===== config.mk =====
export PLATFORM = sky130hd
export DESIGN_NAME = flash_cmd_ctrl
export DESIGN_NICKNAME = d
export VERILOG_FILES = /design/src/rtl/flc_pkg.sv /design/src/rtl/flc_mem.sv /design/src/rtl/flc_verify.sv /design/src/rtl/flc_regs.sv /design/src/rtl/flash_cmd_ctrl.sv
export SDC_FILE = /design/constraint.sdc
export NUM_CORES = 1
export LEC_CHECK = 0
export BUFFER_PORTS_ARGS = -buffer_cell sky130_fd_sc_hd__buf_4
export CORE_AREA = 2 2 212 255
export DETAILED_ROUTE_END_ITERATION = 8
export DIE_AREA = 0 0 214 257
export GPL_ROUTABILITY_DRIVEN = 0
export PLACE_DENSITY_LB_ADDON = 0.1
export SYNTH_ARGS = -nofsm -noshare
export SYNTH_HDL_FRONTEND = slang
export SYNTH_SLANG_ARGS = --single-unit

===== constraint.sdc =====
create_clock -name clk -period 7.3 [get_ports clk]
set_input_delay 0.365 -clock clk [delete_from_list [all_inputs] [get_ports clk]]
set_output_delay 0.365 -clock clk [all_outputs]
set_load 0.02 [all_outputs]

===== src/rtl/flc_pkg.sv =====
package flc_pkg;
  localparam int REG_AW = 3;
  localparam int REG_DW = 8;
  localparam logic [7:0] CMD_BLANK_ALL = 8'h01;

  localparam logic [REG_AW-1:0] RA_DIV   = 3'd0;
  localparam logic [REG_AW-1:0] RA_STAT  = 3'd1;
  localparam logic [REG_AW-1:0] RA_FAULT = 3'd2;
  localparam logic [REG_AW-1:0] RA_IDX   = 3'd3;
  localparam logic [REG_AW-1:0] RA_CMD   = 3'd4;
  localparam logic [REG_AW-1:0] RA_PARAM = 3'd5;

  localparam int ST_DONE = 7;
  localparam int ST_ACC  = 5;

  typedef struct packed {
    logic any_err;
    logic hard_err;
  } vstat_t;
endpackage


===== src/rtl/flc_mem.sv =====
module flc_mem #(
  parameter int DATA_W = 16,
  parameter int ADDR_W = 5
) (
  input  logic              clk,
  input  logic              wr_en,
  input  logic [ADDR_W-1:0] wr_addr,
  input  logic [DATA_W-1:0] wr_data,
  input  logic              wr_ce,
  input  logic              wr_ue,
  input  logic              rd_en,
  input  logic [ADDR_W-1:0] rd_addr,
  output logic [DATA_W-1:0] rd_data,
  output logic              rd_ce,
  output logic              rd_ue
);
  localparam int DEPTH = 2 ** ADDR_W;
  localparam int WORD_W = DATA_W + 2;

  logic [WORD_W-1:0] store [DEPTH];
  logic [WORD_W-1:0] q;

  always_ff @(posedge clk) begin
    if (wr_en) store[wr_addr] <= {wr_ue, wr_ce, wr_data};
  end

  always_ff @(posedge clk) begin
    if (rd_en) q <= store[rd_addr];
  end

  assign rd_data = q[DATA_W-1:0];
  assign rd_ce   = q[DATA_W];
  assign rd_ue   = q[DATA_W+1];
endmodule


===== src/rtl/flc_verify.sv =====
module flc_verify
  import flc_pkg::*;
#(
  parameter int DATA_W = 16,
  parameter int ADDR_W = 5
) (
  input  logic              clk,
  input  logic              rst,
  input  logic              start,
  output logic              rd_en,
  output logic [ADDR_W-1:0] rd_addr,
  input  logic [DATA_W-1:0] rd_data,
  input  logic              rd_ce,
  input  logic              rd_ue,
  output logic              busy,
  output logic              fin,
  output vstat_t            fin_stat
);
  localparam int DEPTH = 2 ** ADDR_W;
  localparam logic [ADDR_W-1:0] LAST = ADDR_W'(DEPTH - 1);

  logic issued_all, pend;
  logic acc_any, acc_hard;
  logic word_blank, word_any, word_hard;

  assign word_blank = &rd_data;
  assign word_any   = rd_ce | rd_ue | ~word_blank;
  assign word_hard  = rd_ue | ~word_blank;

  assign rd_en = busy & ~issued_all;
  assign fin   = busy & issued_all & pend;
  assign fin_stat.any_err  = acc_any  | (pend & word_any);
  assign fin_stat.hard_err = acc_hard | (pend & word_hard);

  always_ff @(posedge clk) begin
    if (rst) begin
      busy       <= 1'b0;
      issued_all <= 1'b0;
      pend       <= 1'b0;
      acc_any    <= 1'b0;
      acc_hard   <= 1'b0;
      rd_addr    <= '0;
    end else if (start) begin
      busy       <= 1'b1;
      issued_all <= 1'b0;
      pend       <= 1'b0;
      acc_any    <= 1'b0;
      acc_hard   <= 1'b0;
      rd_addr    <= '0;
    end else if (busy) begin
      pend <= rd_en;
      if (rd_en) begin
        rd_addr <= rd_addr + 1'b1;
        if (rd_addr == LAST) issued_all <= 1'b1;
      end
      if (pend) begin
        acc_any  <= acc_any | word_any;
        acc_hard <= acc_hard | word_hard;
      end
      if (fin) busy <= 1'b0;
    end
  end

  // independent run-length counter for the completion window
  logic [ADDR_W:0] run_cnt;
  always_ff @(posedge clk) begin
    if (rst || start) run_cnt <= '0;
    else if (busy) run_cnt <= run_cnt + 1'b1;
  end

  assert_start_busy_R2: assert property (@(posedge clk) disable iff (rst)
    start |=> busy);
  assert_fin_window_R2: assert property (@(posedge clk) disable iff (rst)
    fin |-> run_cnt == (ADDR_W+1)'(DEPTH));
  assert_fin_idle_R2: assert property (@(posedge clk) disable iff (rst)
    fin |=> !busy);
endmodule


===== src/rtl/flc_regs.sv =====
module flc_regs
  import flc_pkg::*;
#(
  parameter int IDX_W = 3
) (
  input  logic              clk,
  input  logic              rst,
  input  logic              wr_en,
  input  logic [REG_AW-1:0] wr_addr,
  input  logic [REG_DW-1:0] wr_data,
  input  logic              rd_en,
  input  logic [REG_AW-1:0] rd_addr,
  output logic [REG_DW-1:0] rd_data,
  input  logic              eng_fin,
  input  vstat_t            eng_stat,
  input  logic              fault_set,
  output logic              launch_go,
  output logic              done_o
);
  localparam int NPARAM = 2 ** IDX_W;

  logic [REG_DW-1:0] div_q, cmd_q;
  logic [REG_DW-1:0] param_q [NPARAM];
  logic [IDX_W-1:0]  idx_q;
  logic              div_ok_q, done_q, acc_q, flt_a_q, flt_b_q;
  vstat_t            vstat_q;

  logic wr_stat, launch_try, launch_ok, launch_valid, launch_bad;

  assign wr_stat      = wr_en && (wr_addr == RA_STAT);
  assign launch_try   = wr_stat && wr_data[ST_DONE];
  assign launch_ok    = launch_try && done_q && !acc_q;
  assign launch_valid = div_ok_q && (cmd_q == CMD_BLANK_ALL) && (idx_q == '0);
  assign launch_go    = launch_ok && launch_valid;
  assign launch_bad   = launch_ok && !launch_valid;
  assign done_o       = done_q;

  always_ff @(posedge clk) begin
    if (rst) begin
      div_q    <= '0;
      div_ok_q <= 1'b0;
      cmd_q    <= '0;
      idx_q    <= '0;
    end else if (wr_en) begin
      if (wr_addr == RA_DIV) begin
        div_q    <= wr_data;
        div_ok_q <= 1'b1;
      end
      if (wr_addr == RA_CMD) cmd_q <= wr_data;
      if (wr_addr == RA_IDX) idx_q <= wr_data[IDX_W-1:0];
    end
  end

  generate
    for (genvar g = 0; g < NPARAM; g++) begin : g_param
      always_ff @(posedge clk) begin
        if (rst) param_q[g] <= '0;
        else if (wr_en && wr_addr == RA_PARAM && idx_q == IDX_W'(g))
          param_q[g] <= wr_data;
      end
    end
  endgenerate

  always_ff @(posedge clk) begin
    if (rst) begin
      done_q  <= 1'b1;
      acc_q   <= 1'b0;
      vstat_q <= '0;
    end else begin
      if (launch_go) begin
        done_q  <= 1'b0;
        vstat_q <= '0;
      end else if (eng_fin) begin
        done_q  <= 1'b1;
        vstat_q <= eng_stat;
      end
      if (launch_bad) acc_q <= 1'b1;
      else if (wr_stat && wr_data[ST_ACC]) acc_q <= 1'b0;
    end
  end

  always_ff @(posedge clk) begin
    if (rst) begin
      flt_a_q <= 1'b0;
      flt_b_q <= 1'b0;
    end else if (fault_set) begin
      flt_a_q <= 1'b1;
      flt_b_q <= 1'b1;
    end else if (wr_en && wr_addr == RA_FAULT) begin
      if (wr_data[1]) flt_a_q <= 1'b0;
      if (wr_data[0]) flt_b_q <= 1'b0;
    end
  end

  always_ff @(posedge clk) begin
    if (rst) rd_data <= '0;
    else if (rd_en) begin
      case (rd_addr)
        RA_DIV:   rd_data <= div_q;
        RA_STAT:  rd_data <= {done_q, 1'b0, acc_q, 3'b000, vstat_q.any_err, vstat_q.hard_err};
        RA_FAULT: rd_data <= {6'b0, flt_a_q, flt_b_q};
        RA_IDX:   rd_data <= REG_DW'(idx_q);
        RA_CMD:   rd_data <= cmd_q;
        RA_PARAM: rd_data <= param_q[idx_q];
        default:  rd_data <= '0;
      endcase
    end
  end

  assert_launch_clears_done_R2: assert property (@(posedge clk) disable iff (rst)
    launch_go |=> !done_q);
  assert_blocked_launch_R6: assert property (@(posedge clk) disable iff (rst)
    (launch_try && done_q && acc_q) |=> (done_q && acc_q));
  assert_bad_code_refused_R4: assert property (@(posedge clk) disable iff (rst)
    (launch_ok && cmd_q != CMD_BLANK_ALL) |=> (acc_q && done_q));
  assert_divider_sticky_R3: assert property (@(posedge clk) disable iff (rst)
    div_ok_q |=> div_ok_q);
  assert_fault_pair_R10: assert property (@(posedge clk) disable iff (rst)
    $rose(flt_a_q) |-> flt_b_q);
endmodule


===== src/rtl/flash_cmd_ctrl.sv =====
module flash_cmd_ctrl
  import flc_pkg::*;
#(
  parameter int DATA_W = 16,
  parameter int ADDR_W = 5,
  parameter int IDX_W  = 3
) (
  input  logic              clk,
  input  logic              rst,
  input  logic              reg_wr_en,
  input  logic [2:0]        reg_wr_addr,
  input  logic [7:0]        reg_wr_data,
  input  logic              reg_rd_en,
  input  logic [2:0]        reg_rd_addr,
  output logic [7:0]        reg_rd_data,
  output logic              cmd_done,
  input  logic              arr_rd_en,
  input  logic [ADDR_W-1:0] arr_rd_addr,
  output logic [DATA_W-1:0] arr_rd_data,
  input  logic              ld_en,
  input  logic [ADDR_W-1:0] ld_addr,
  input  logic [DATA_W-1:0] ld_data,
  input  logic              ld_ce_mark,
  input  logic              ld_ue_mark
);
  logic              launch_go, eng_busy, eng_fin, eng_rd_en;
  logic [ADDR_W-1:0] eng_addr;
  vstat_t            eng_stat;
  logic              mem_rd_en, mem_ce, mem_ue, host_ok_q;
  logic [ADDR_W-1:0] mem_rd_addr;
  logic [DATA_W-1:0] mem_q;

  // the engine owns the single read port while it runs
  assign mem_rd_en   = eng_busy ? eng_rd_en : arr_rd_en;
  assign mem_rd_addr = eng_busy ? eng_addr  : arr_rd_addr;

  always_ff @(posedge clk) begin
    if (rst) host_ok_q <= 1'b0;
    else     host_ok_q <= arr_rd_en & ~eng_busy;
  end
  assign arr_rd_data = host_ok_q ? mem_q : '0;

  flc_regs #(.IDX_W(IDX_W)) regs_i (
    .clk(clk), .rst(rst),
    .wr_en(reg_wr_en), .wr_addr(reg_wr_addr), .wr_data(reg_wr_data),
    .rd_en(reg_rd_en), .rd_addr(reg_rd_addr), .rd_data(reg_rd_data),
    .eng_fin(eng_fin), .eng_stat(eng_stat),
    .fault_set(arr_rd_en & eng_busy),
    .launch_go(launch_go), .done_o(cmd_done)
  );

  flc_verify #(.DATA_W(DATA_W), .ADDR_W(ADDR_W)) verify_i (
    .clk(clk), .rst(rst), .start(launch_go),
    .rd_en(eng_rd_en), .rd_addr(eng_addr),
    .rd_data(mem_q), .rd_ce(mem_ce), .rd_ue(mem_ue),
    .busy(eng_busy), .fin(eng_fin), .fin_stat(eng_stat)
  );

  flc_mem #(.DATA_W(DATA_W), .ADDR_W(ADDR_W)) mem_i (
    .clk(clk),
    .wr_en(ld_en), .wr_addr(ld_addr), .wr_data(ld_data),
    .wr_ce(ld_ce_mark), .wr_ue(ld_ue_mark),
    .rd_en(mem_rd_en), .rd_addr(mem_rd_addr),
    .rd_data(mem_q), .rd_ce(mem_ce), .rd_ue(mem_ue)
  );

  assert_host_blocked_R10: assert property (@(posedge clk) disable iff (rst)
    (arr_rd_en && eng_busy) |=> (arr_rd_data == '0));
endmodule


After elaboration in Yosys (flattened, before gate mapping)
Memories as Yosys holds them, arrays and structs flattened. A register that Yosys moved wholly into a read port is not among the register bits.
Index checks and enable logic that the tools add are counted.
W data, S select, Z words.
Cells by class
  muxes and demuxes: 55
  reductions and logical operators: 39
  eq/ne operators: 19
  bitwise gates (word level): 25
  add/subtract/negate cells: 1
Operator list (count)
  $mux W8: 8
  $pmux W8 S6: 1
  $mux W1: 42
  $eq A3 B3 Y1 const B: 8
  $logic_and A1 B1 Y1: 19
  $eq A3 B2 Y1 const B: 6
  $mux W16: 1
  $reduce_and A16 Y1: 1
  $or A1 B1 Y1: 15
  $reduce_and A2 Y1: 7
  $reduce_bool A2 Y1: 5
  $eq A3 B1 Y1 const B: 3
  $logic_not A3 Y1: 3
  $eq A8 B1 Y1 const B: 1
  $and A1 B1 Y1: 7
  $mux W3: 2
  $add A5 B1 Y5 const B: 1
  $eq A5 B5 Y1 const B: 1
  $mux W5: 1
  $not A1 Y1: 3
  $reduce_and A3 Y1: 1
  $logic_not A1 Y1: 2
  $reduce_or A2 Y1: 1
Storage, ports and cells
  memories kept: 2
  bits in registers: 45
  logic and storage cells: 159
  output and inout port bits: 25
  memory bits (writable): 640
Memories
  mem_i.store: words 32, bits a word 18, rd ports 1, clocked after memory_dff 1, write ports 1, RTL line flc_mem.sv:20  | logic [WORD_W-1:0] store [DEPTH];
  regs_i.param_q: words 8, bits a word 8, rd ports 1, clocked after memory_dff 1, write ports 8, RTL line flc_regs.sv:23  | logic [REG_DW-1:0] param_q [NPARAM];

Longest topological paths before layout
Gate-level depths: netlist (run 1).
  word-level depth: 7
  mapped depth: 10

Cells and area by module
A second synthesis (run 1) with hierarchy kept.
Second synthesis, totals
  cell total of the unflattened synthesis: 1740
  area total of the unflattened synthesis: 28587.4 um2
Modules (own cells, without submodules)
  flc_mem: instances 1, sequential area each 17837.1 um2, cells an instance 1278, area an instance 23231.0 um2
  flc_regs: instances 1, sequential area each 2662.6 um2, cells an instance 379, area an instance 4648.2 um2
  flc_verify: instances 1, sequential area each 200.2 um2, cells an instance 56, area an instance 466.7 um2
  flash_cmd_ctrl: instances 1, sequential area each 20.0 um2, cells an instance 27, area an instance 241.5 um2

Least setup slack after synthesis (run 1)
OpenSTA, ideal clock, no wires.
  kind: reg2reg
  start: register verify_i.busy
  end: register mem_i.q[0], read port of mem_i.store (enable)
  arrival: 1.963 ns
  cell stages (with the launch flop): 8
  path buffers: 5
  clock period less this slack: 2.340 ns
  slack: 4.960 ns
  path through: dfxtp_1 -> buf_6 -> buf_2 -> buf_2 -> buf_2 -> nor2b_1 -> clkbuf_1 -> nand2b_1
On the way
  cells in the longest elaborated chain, start to end: 2
  elaborated cells between the ends (all ways): 3
  classes of those cells: 2 x mux; 1 x bitwise
RTL lines
  start, declared: RTL line flc_verify.sv:15  | output logic busy,
  start signal, assigned: RTL line flc_verify.sv:37  | busy <= 1'b0;
  start signal, assigned: RTL line flc_verify.sv:44  | busy <= 1'b1;
  start signal, assigned: RTL line flc_verify.sv:60  | if (fin) busy <= 1'b0;
  $and A1 B1 Y1: RTL line flc_verify.sv:30  | assign rd_en = busy & ~issued_all;
  $mux W1 (*): RTL line flash_cmd_ctrl.sv:34  | assign mem_rd_en = eng_busy ? eng_rd_en : arr_rd_en;
  named net mem_i.rd_en: RTL line flc_mem.sv:11  | input logic rd_en,
  end, declared: RTL line flc_mem.sv:21  | logic [WORD_W-1:0] q;
The timed path passes the listed nets; every way through them passes the cells marked *.
A chain may end at the register's enable or synchronous reset.

Final worst setup path (run 1)
  start: register verify_i.busy
  end: register mem_i.q[9], read port of mem_i.store (data pin)
On the way
  cells in the longest elaborated chain, start to end: 2
  elaborated cells between the ends (all ways): 3
  classes of those cells: 2 x mux; 1 x bitwise
RTL lines (RTL line)
  $and A1 B1 Y1: flc_verify.sv:30
  $mux W1: flash_cmd_ctrl.sv:34
Several ways; a longest one is shown, not always the timed one.

==> flow_summary.toml, run 1 <==
[run_status]
status = "finished clean"

[route]
drtPass1Iterations = 6
viasPerCell = 6.20
drt-total-wl_um = 80000
drcViolationCount = 0
avgRoutedWirePerCell_um = 25.3
vias = 19651
drtIter0Drc = 2853
postRouteAntennaNets = 0

[timing]
maxSlewViolCount = 0
fin_worst_skew_ps = 13.5
worst_pin_slew_ps = 1220
rsz0062_at_grt = "no"
post-route-min-period_ps = 4220
setup_viol = 0
max_freq_ghz = 0.237
hold_violations = 0
finalSetupTns_ps = 0
slew_headroom_pct = 17.6
fin_hold_ws_ps = 64.1
period_share_pct = 57.9

[synthesis]
synthAdderAreaFrac_pct = 0.0843
synth_edf_count = 658
yosys.area_share.simple_pct = 14.6
async_flop_share_pct = 0
seq_area_frac_synth_pct = 69.8
synth.area.mux_share_pct = 2.66
syn_avg_cell_area_um2 = 12.5
synth_flop_cell = "edfxtp_1"
ys_ff_latch = 706
syn_area_um2 = 29700
synth_top_family_by_area = "simple AND/OR/NAND/NOR gates"
synth_compound_area_share_pct = 9.66
ys_warn_count = 0
syn_inst = 2378
synth_xor_area_share_pct = 0.0885
synthesis.nets = 2428
ys_types = 63

[grt]
grt_util_all_layers_pct = 29.2
antenna_found_initial = 2
grt_pass1_vias = 18834
grt.overflow.total = 0
grt_pass1_wl_um = 119000
grt_start_max_net_pins = 192

[clock_network]
hold_buffers = 0
clkLatencyLatePin_ps = 610
post_cts_buffers = 0
clock_sinks = 706
clockBufferDepth = 3
cts-root-buf = "clkbuf_16"
htreeDepth = 3
cts_resized = 0
cts_buffers = 70
cts.clk_slew.worst_paths_ps = 60
cts_tree = "yes"

[worst_setup_path]
rr_startpoint = "verify_i.busy"
endpoint_kind = "flip-flop"
crit_end = "mem_i.q[9]"
arrival_ps = 4660
cp-startpoint = "verify_i.busy"
r2r_slack_ps = 3080
r2r_end = "mem_i.q[9]"
rr_worst_depth = 8
start_kind = "flip-flop"
cp.required_ps = 7740
cp_max_fo = 137
crit_type = "reg2reg"

[pwr]
pwr-share-clk_pct = 40.4
comb_power_share_pct = 5.8
p_int_mw = 6.54
ir_drop_uv = 219
seqPwrFrac_pct = 53.8
netSwitchingFraction_pct = 22.2
leakage_nw = 11.3
power_density_nw_per_um2 = 255
switchingPower_mw = 1.87

[final_layout]
drive_gt1_share_pct = 11.2
num_antenna_cells = 0
syn_to_final_growth_pct = 11.2
fin_nets = 2463
fin_cells = 3169

[floorplanning]
start_util_pct = 56.7
fp.dieH_um = 257
row_count = 92
die_w_um = 214
core-area_um2 = 52400
io_pins = 73
dieArea_um2 = 55000

[placement]
dp_cells = 3045
io_buffers = 72
dp_hpwl_um = 47200

[worst_hold_path]
min_path_type = "in2reg"

[run]
drv_cap = 0
-- kinds of logic after synthesis --
kind of cell / count (synthesis)
AND/OR/NAND/NOR: 951
flip-flops: 706
AO/OA/AOI/OAI: 470
buffers and inverters: 198
multiplexers: 48
XOR/XNOR: 3
adder cells (fa/ha/maj): 2
-- metrics by stage --
step / setup WS (ps) / utilization (%) / power [mW] / area [µm²]
5_1_grt: 2750 / 63.0 / 8.64 / 33000
3_3_place_gp: 3160 / 58.9 / 5.08 / 30900
6_report: 3080 / 63.0 / 8.42 / 33000
2_1_floorplan: 4960 / - / 4.87 / 29700
4_1_cts: 3080 / 63.0 / 8.45 / 33000
3_5_place_dp: 3070 / 58.9 / 5.09 / 30900
-- power groups by stage --
| stage | registers (mW) | logic (mW) | clock network (mW) |
|---|---|---|---|
| detailed placement | 4.61 | 0.483 | 0 |
| floorplan | 4.59 | 0.274 | 0 |
| global placement | 4.61 | 0.473 | 0 |
| global route | 4.53 | 0.528 | 3.59 |
| finish | 4.53 | 0.490 | 3.40 |
| CTS | 4.53 | 0.485 | 3.44 |
-- final cells by class --
cell class | instances | area [µm²]
multi-input combinational | 1474 | 8190
fill | 3973 | 19400
sequential | 706 | 20700
inverter | 41 | 154
tap | 705 | 882
timing repair buffer | 120 | 913
clock inverter | 31 | 213
clock buffer | 92 | 1910
-- layout by cell type, fill, tap and decap left out, types with 3 or more instances in the layout --
cell	count
a211o_1	15
a211oi_1	65
a21boi_0	3
a21o_1	15
a21oi_1	227
a221oi_1	14
a22o_1	9
a22oi_1	8
a31oi_1	8
and2_1	82
and3_1	6
buf_4	118
clkbuf_1	18
clkbuf_16	73
clkinv_1	15
clkinv_2	11
dfxtp_1	46
edfxtp_1	658
inv_1	41
mux2i_1	19
mux4_2	23
nand2_1	505
nand2b_1	40
nand3_1	146
nand3b_1	6
nand4_1	7
nand4b_1	3
nor2_1	43
nor2_2	18
nor2_4	10
nor2b_1	7
nor3_1	34
nor4_1	18
o211ai_1	16
o21ai_0	60
o221ai_1	4
o22ai_1	8
or4_1	15
xnor2_1	3
-- how the worst min path moves through the flow --
stage / end / startpoint / cells past startpoint
3_3_place_gp: regs_i.div_q[5] / regs_i.div_q[5] / 2
6_report: regs_i.acc_q / reg_wr_data[5] / 2
2_1_floorplan: regs_i.div_ok_q / regs_i.div_ok_q / 2
3_5_place_dp: regs_i.div_q[4] / regs_i.div_q[4] / 2
5_1_grt: regs_i.cmd_q[6] / reg_wr_data[6] / 3
4_1_cts: regs_i.acc_q / reg_wr_data[5] / 2
-- per-layer routing --
| layer | global-route usage [%] | wire, µm | share of wire, % |
|---|---|---|---|
| met5 | 0 | 0 | 0 |
| met4 | 9.46 | 1930 | 2.4 |
| met3 | 5.00 | 7990 | 10 |
| met2 | 46.9 | 38400 | 48 |
| met1 | 41.0 | 31700 | 40 |
-- critical path: stages, from the launching register on --
cell and delay (ps):
dfxtp_4 670, buf_4 750, mux2_8 830, buf_4 630, nand2_1 130, nand3_1 120, a21oi_1 70, or4_1 550
a211oi_1 200
-- registers in the layout, indices dropped and copies added, names as in the netlist, 2 cells and up, named ones only --
register,count
regs_i.param_q,64
regs_i.cmd_q,8
regs_i.div_q,8
regs_i.idx_q,3
mem_i.q,18
regs_i.rd_data,8
verify_i.rd_addr,5
regs_i.vstat_q,2
mem_i.store,576
-- cell usage after synthesis (7+ instances only) --
master | instances | area (µm²)
nand3_1 | 146 | 731
a221oi_1 | 14 | 123
a22oi_1 | 8 | 60.1
buf_4 | 15 | 113
a211o_1 | 15 | 131
or4_1 | 15 | 113
a21o_1 | 15 | 113
o22ai_1 | 8 | 50.1
nand2b_1 | 40 | 250
nand2_1 | 505 | 1900
nor2b_1 | 7 | 43.8
edfxtp_1 | 658 | 19800
buf_2 | 60 | 300
a22o_1 | 9 | 78.8
nor2_1 | 71 | 267
mux2i_1 | 20 | 200
a211oi_1 | 65 | 488
nor4_1 | 18 | 113
a21oi_1 | 228 | 1140
o211ai_1 | 16 | 120
mux4_2 | 23 | 518
and2_1 | 82 | 513
inv_1 | 41 | 154
clkbuf_1 | 71 | 267
dfxtp_1 | 48 | 961
nor3_1 | 34 | 170
nand4_1 | 7 | 43.8
a31oi_1 | 8 | 50.1
o21ai_0 | 60 | 300
Power figures use the tool's default switching activity.
==> run 2: changes to the inputs <==
- clock period: 7.3 -> 4.22 ns (I/O delays scaled with it)
==> flow_summary.toml, run 2 (synthesized netlist as in run 1, its figures left out) <==
[clock_network]
clkLatencyLatePin_ps = 620
cts.clk_slew.worst_paths_ps = 60
clockBufferDepth = 3
cts_tree = "yes"
cts-root-buf = "clkbuf_16"
htreeDepth = 3
cts_buffers = 69
clock_sinks = 706
cts_resized = 0

[final_layout]
reg_top3 = "mem_i.store x576, regs_i.param_q x64, mem_i.q x18"
seq_area_um2 = 20700
fin_nets = 2487
multiInputGateArea_um2 = 8160
syn_to_final_growth_pct = 12.2
largest_register_ffs = 576
largest-register = "mem_i.store"
fillCellCount = 3912
drive_gt1_share_pct = 11.6
mostFrequentLayoutCell = "edfxtp_1"
fin_cells = 3193
num_antenna_cells = 0
final_cell_mix = "edfxtp_1, nand2_1, a21oi_1"

[floorplanning]
fp.dieH_um = 257
row_count = 92
core-area_um2 = 52400
die_w_um = 214
dieArea_um2 = 55000
start_util_pct = 56.7
io_pins = 73

[grt]
grt_pass1_wl_um = 121000
grt.overflow.total = 0
antenna_found_initial = 4
grt_start_max_net_pins = 103
grt_pass1_vias = 19145
grt_util_all_layers_pct = 29.6

[placement]
dp_cells = 3058
pre_cts_ws_ps = 1020
io_buffers = 72
dp_hpwl_um = 48400

[worst_setup_path]
cp.required_ps = 4660
rr_worst_depth = 6
arrival_ps = 3740
start_kind = "flip-flop"
cp_max_fo = 29
crit_type = "reg2reg"
endpoint_kind = "flip-flop"

[run_status]
status = "finished clean"

[route]
drtIter0Drc = 2783
postRouteAntennaNets = 0
drcViolationCount = 0
viasPerCell = 6.23
vias = 19887
drt-total-wl_um = 81300
drtPass1Iterations = 6
avgRoutedWirePerCell_um = 25.5

[timing]
fin_ws_ps = 923
fin_worst_skew_ps = 31.2
maxSlewViolCount = 0
period_share_pct = 78.1
hold_violations = 0
worst_pin_slew_ps = 1290
rsz0062_at_grt = "no"
slew_headroom_pct = 13.3
setup_viol = 0
finalSetupTns_ps = 0
max_freq_ghz = 0.303
post-route-min-period_ps = 3300
fin_hold_ws_ps = 22.6

[pwr]
p_int_mw = 11.6
leakage_nw = 11.5
ir_drop_uv = 360
pwr-share-clk_pct = 41.5
switchingPower_mw = 3.28
power_mw = 14.9
netSwitchingFraction_pct = 22.1
seqPwrFrac_pct = 52.6
comb_power_share_pct = 5.9
power_density_nw_per_um2 = 446

[worst_hold_path]
whs_path_depth = 3
min_path_type = "in2reg"

[run]
drv_cap = 0
[run 2: changes by cell type in the layout (fill, tap and decap cells not counted), sizes merged]
cell,change
buf,+13
bufinv,+5
clkbuf,-1
clkinv,-11
clkinvlp,+1
dlygate4sd3,+13
inv,+4
[run 2: layout make-up]
class / instances / area share, %
clock inverter: 30 / 1.01
timing repair buffer: 145 / 3.52
tap: 705 / 2.65
inverter: 41 / 0.462
sequential: 706 / 62.2
clock buffer: 92 / 5.63
multi-input combinational: 1474 / 24.5
[run 2: through the flow]
stage,utilization [%],area [µm²]
2_1_floorplan,-,29700
4_1_cts,63.6,33300
3_5_place_dp,59.1,31000
6_report,63.6,33300
3_3_place_gp,59.1,31000
5_1_grt,63.6,33300
[run 2: final timing paths]
check	startpoint	endpoint	slack, ps
setup / recovery	verify_i.rd_addr[0]	mem_i.q[8]	920
hold / removal	reg_rd_addr[2]	regs_i.rd_data[0]	20
setup reg to reg	verify_i.rd_addr[0]	mem_i.q[8]	920
hold reg to reg	regs_i.div_q[4]	regs_i.div_q[4]	450
[run 2: power by group through the flow]
stage,Combinational (mW),Sequential [mW],Clock (mW)
after floorplan,0.474,7.94,0
after global placement,0.842,7.97,0
after detailed placement,0.855,7.98,0
after CTS,0.868,7.83,6.22
after global routing,0.939,7.83,6.48
final,0.877,7.83,6.16
[run 2: repair_timing]
action / CTS / global route
buffers inserted: 0 / 0
hold buffers: 13 / 0
endpoints found under the setup margin: 0 / 0
endpoints found under the hold margin: 93 / 0
[run 2: critical path, stage by stage, from the launching register on]
cell and delay [ps]:
dfxtp_1 510, mux2i_4 880, buf_4 520, nand2_1 480, a21oi_1 350, nor3_1 140, a211oi_1 210
[run 2: metal layers]
metal / up-vias / GRT usage (%) / routed length, µm
met1: 9832 / 40.3 / 31600
met5: - / 0 / 0
met2: 1040 / 47.5 / 39000
met4: 0 / 12.1 / 2900
li1: 8869 / - / -
met3: 146 / 5.40 / 7780
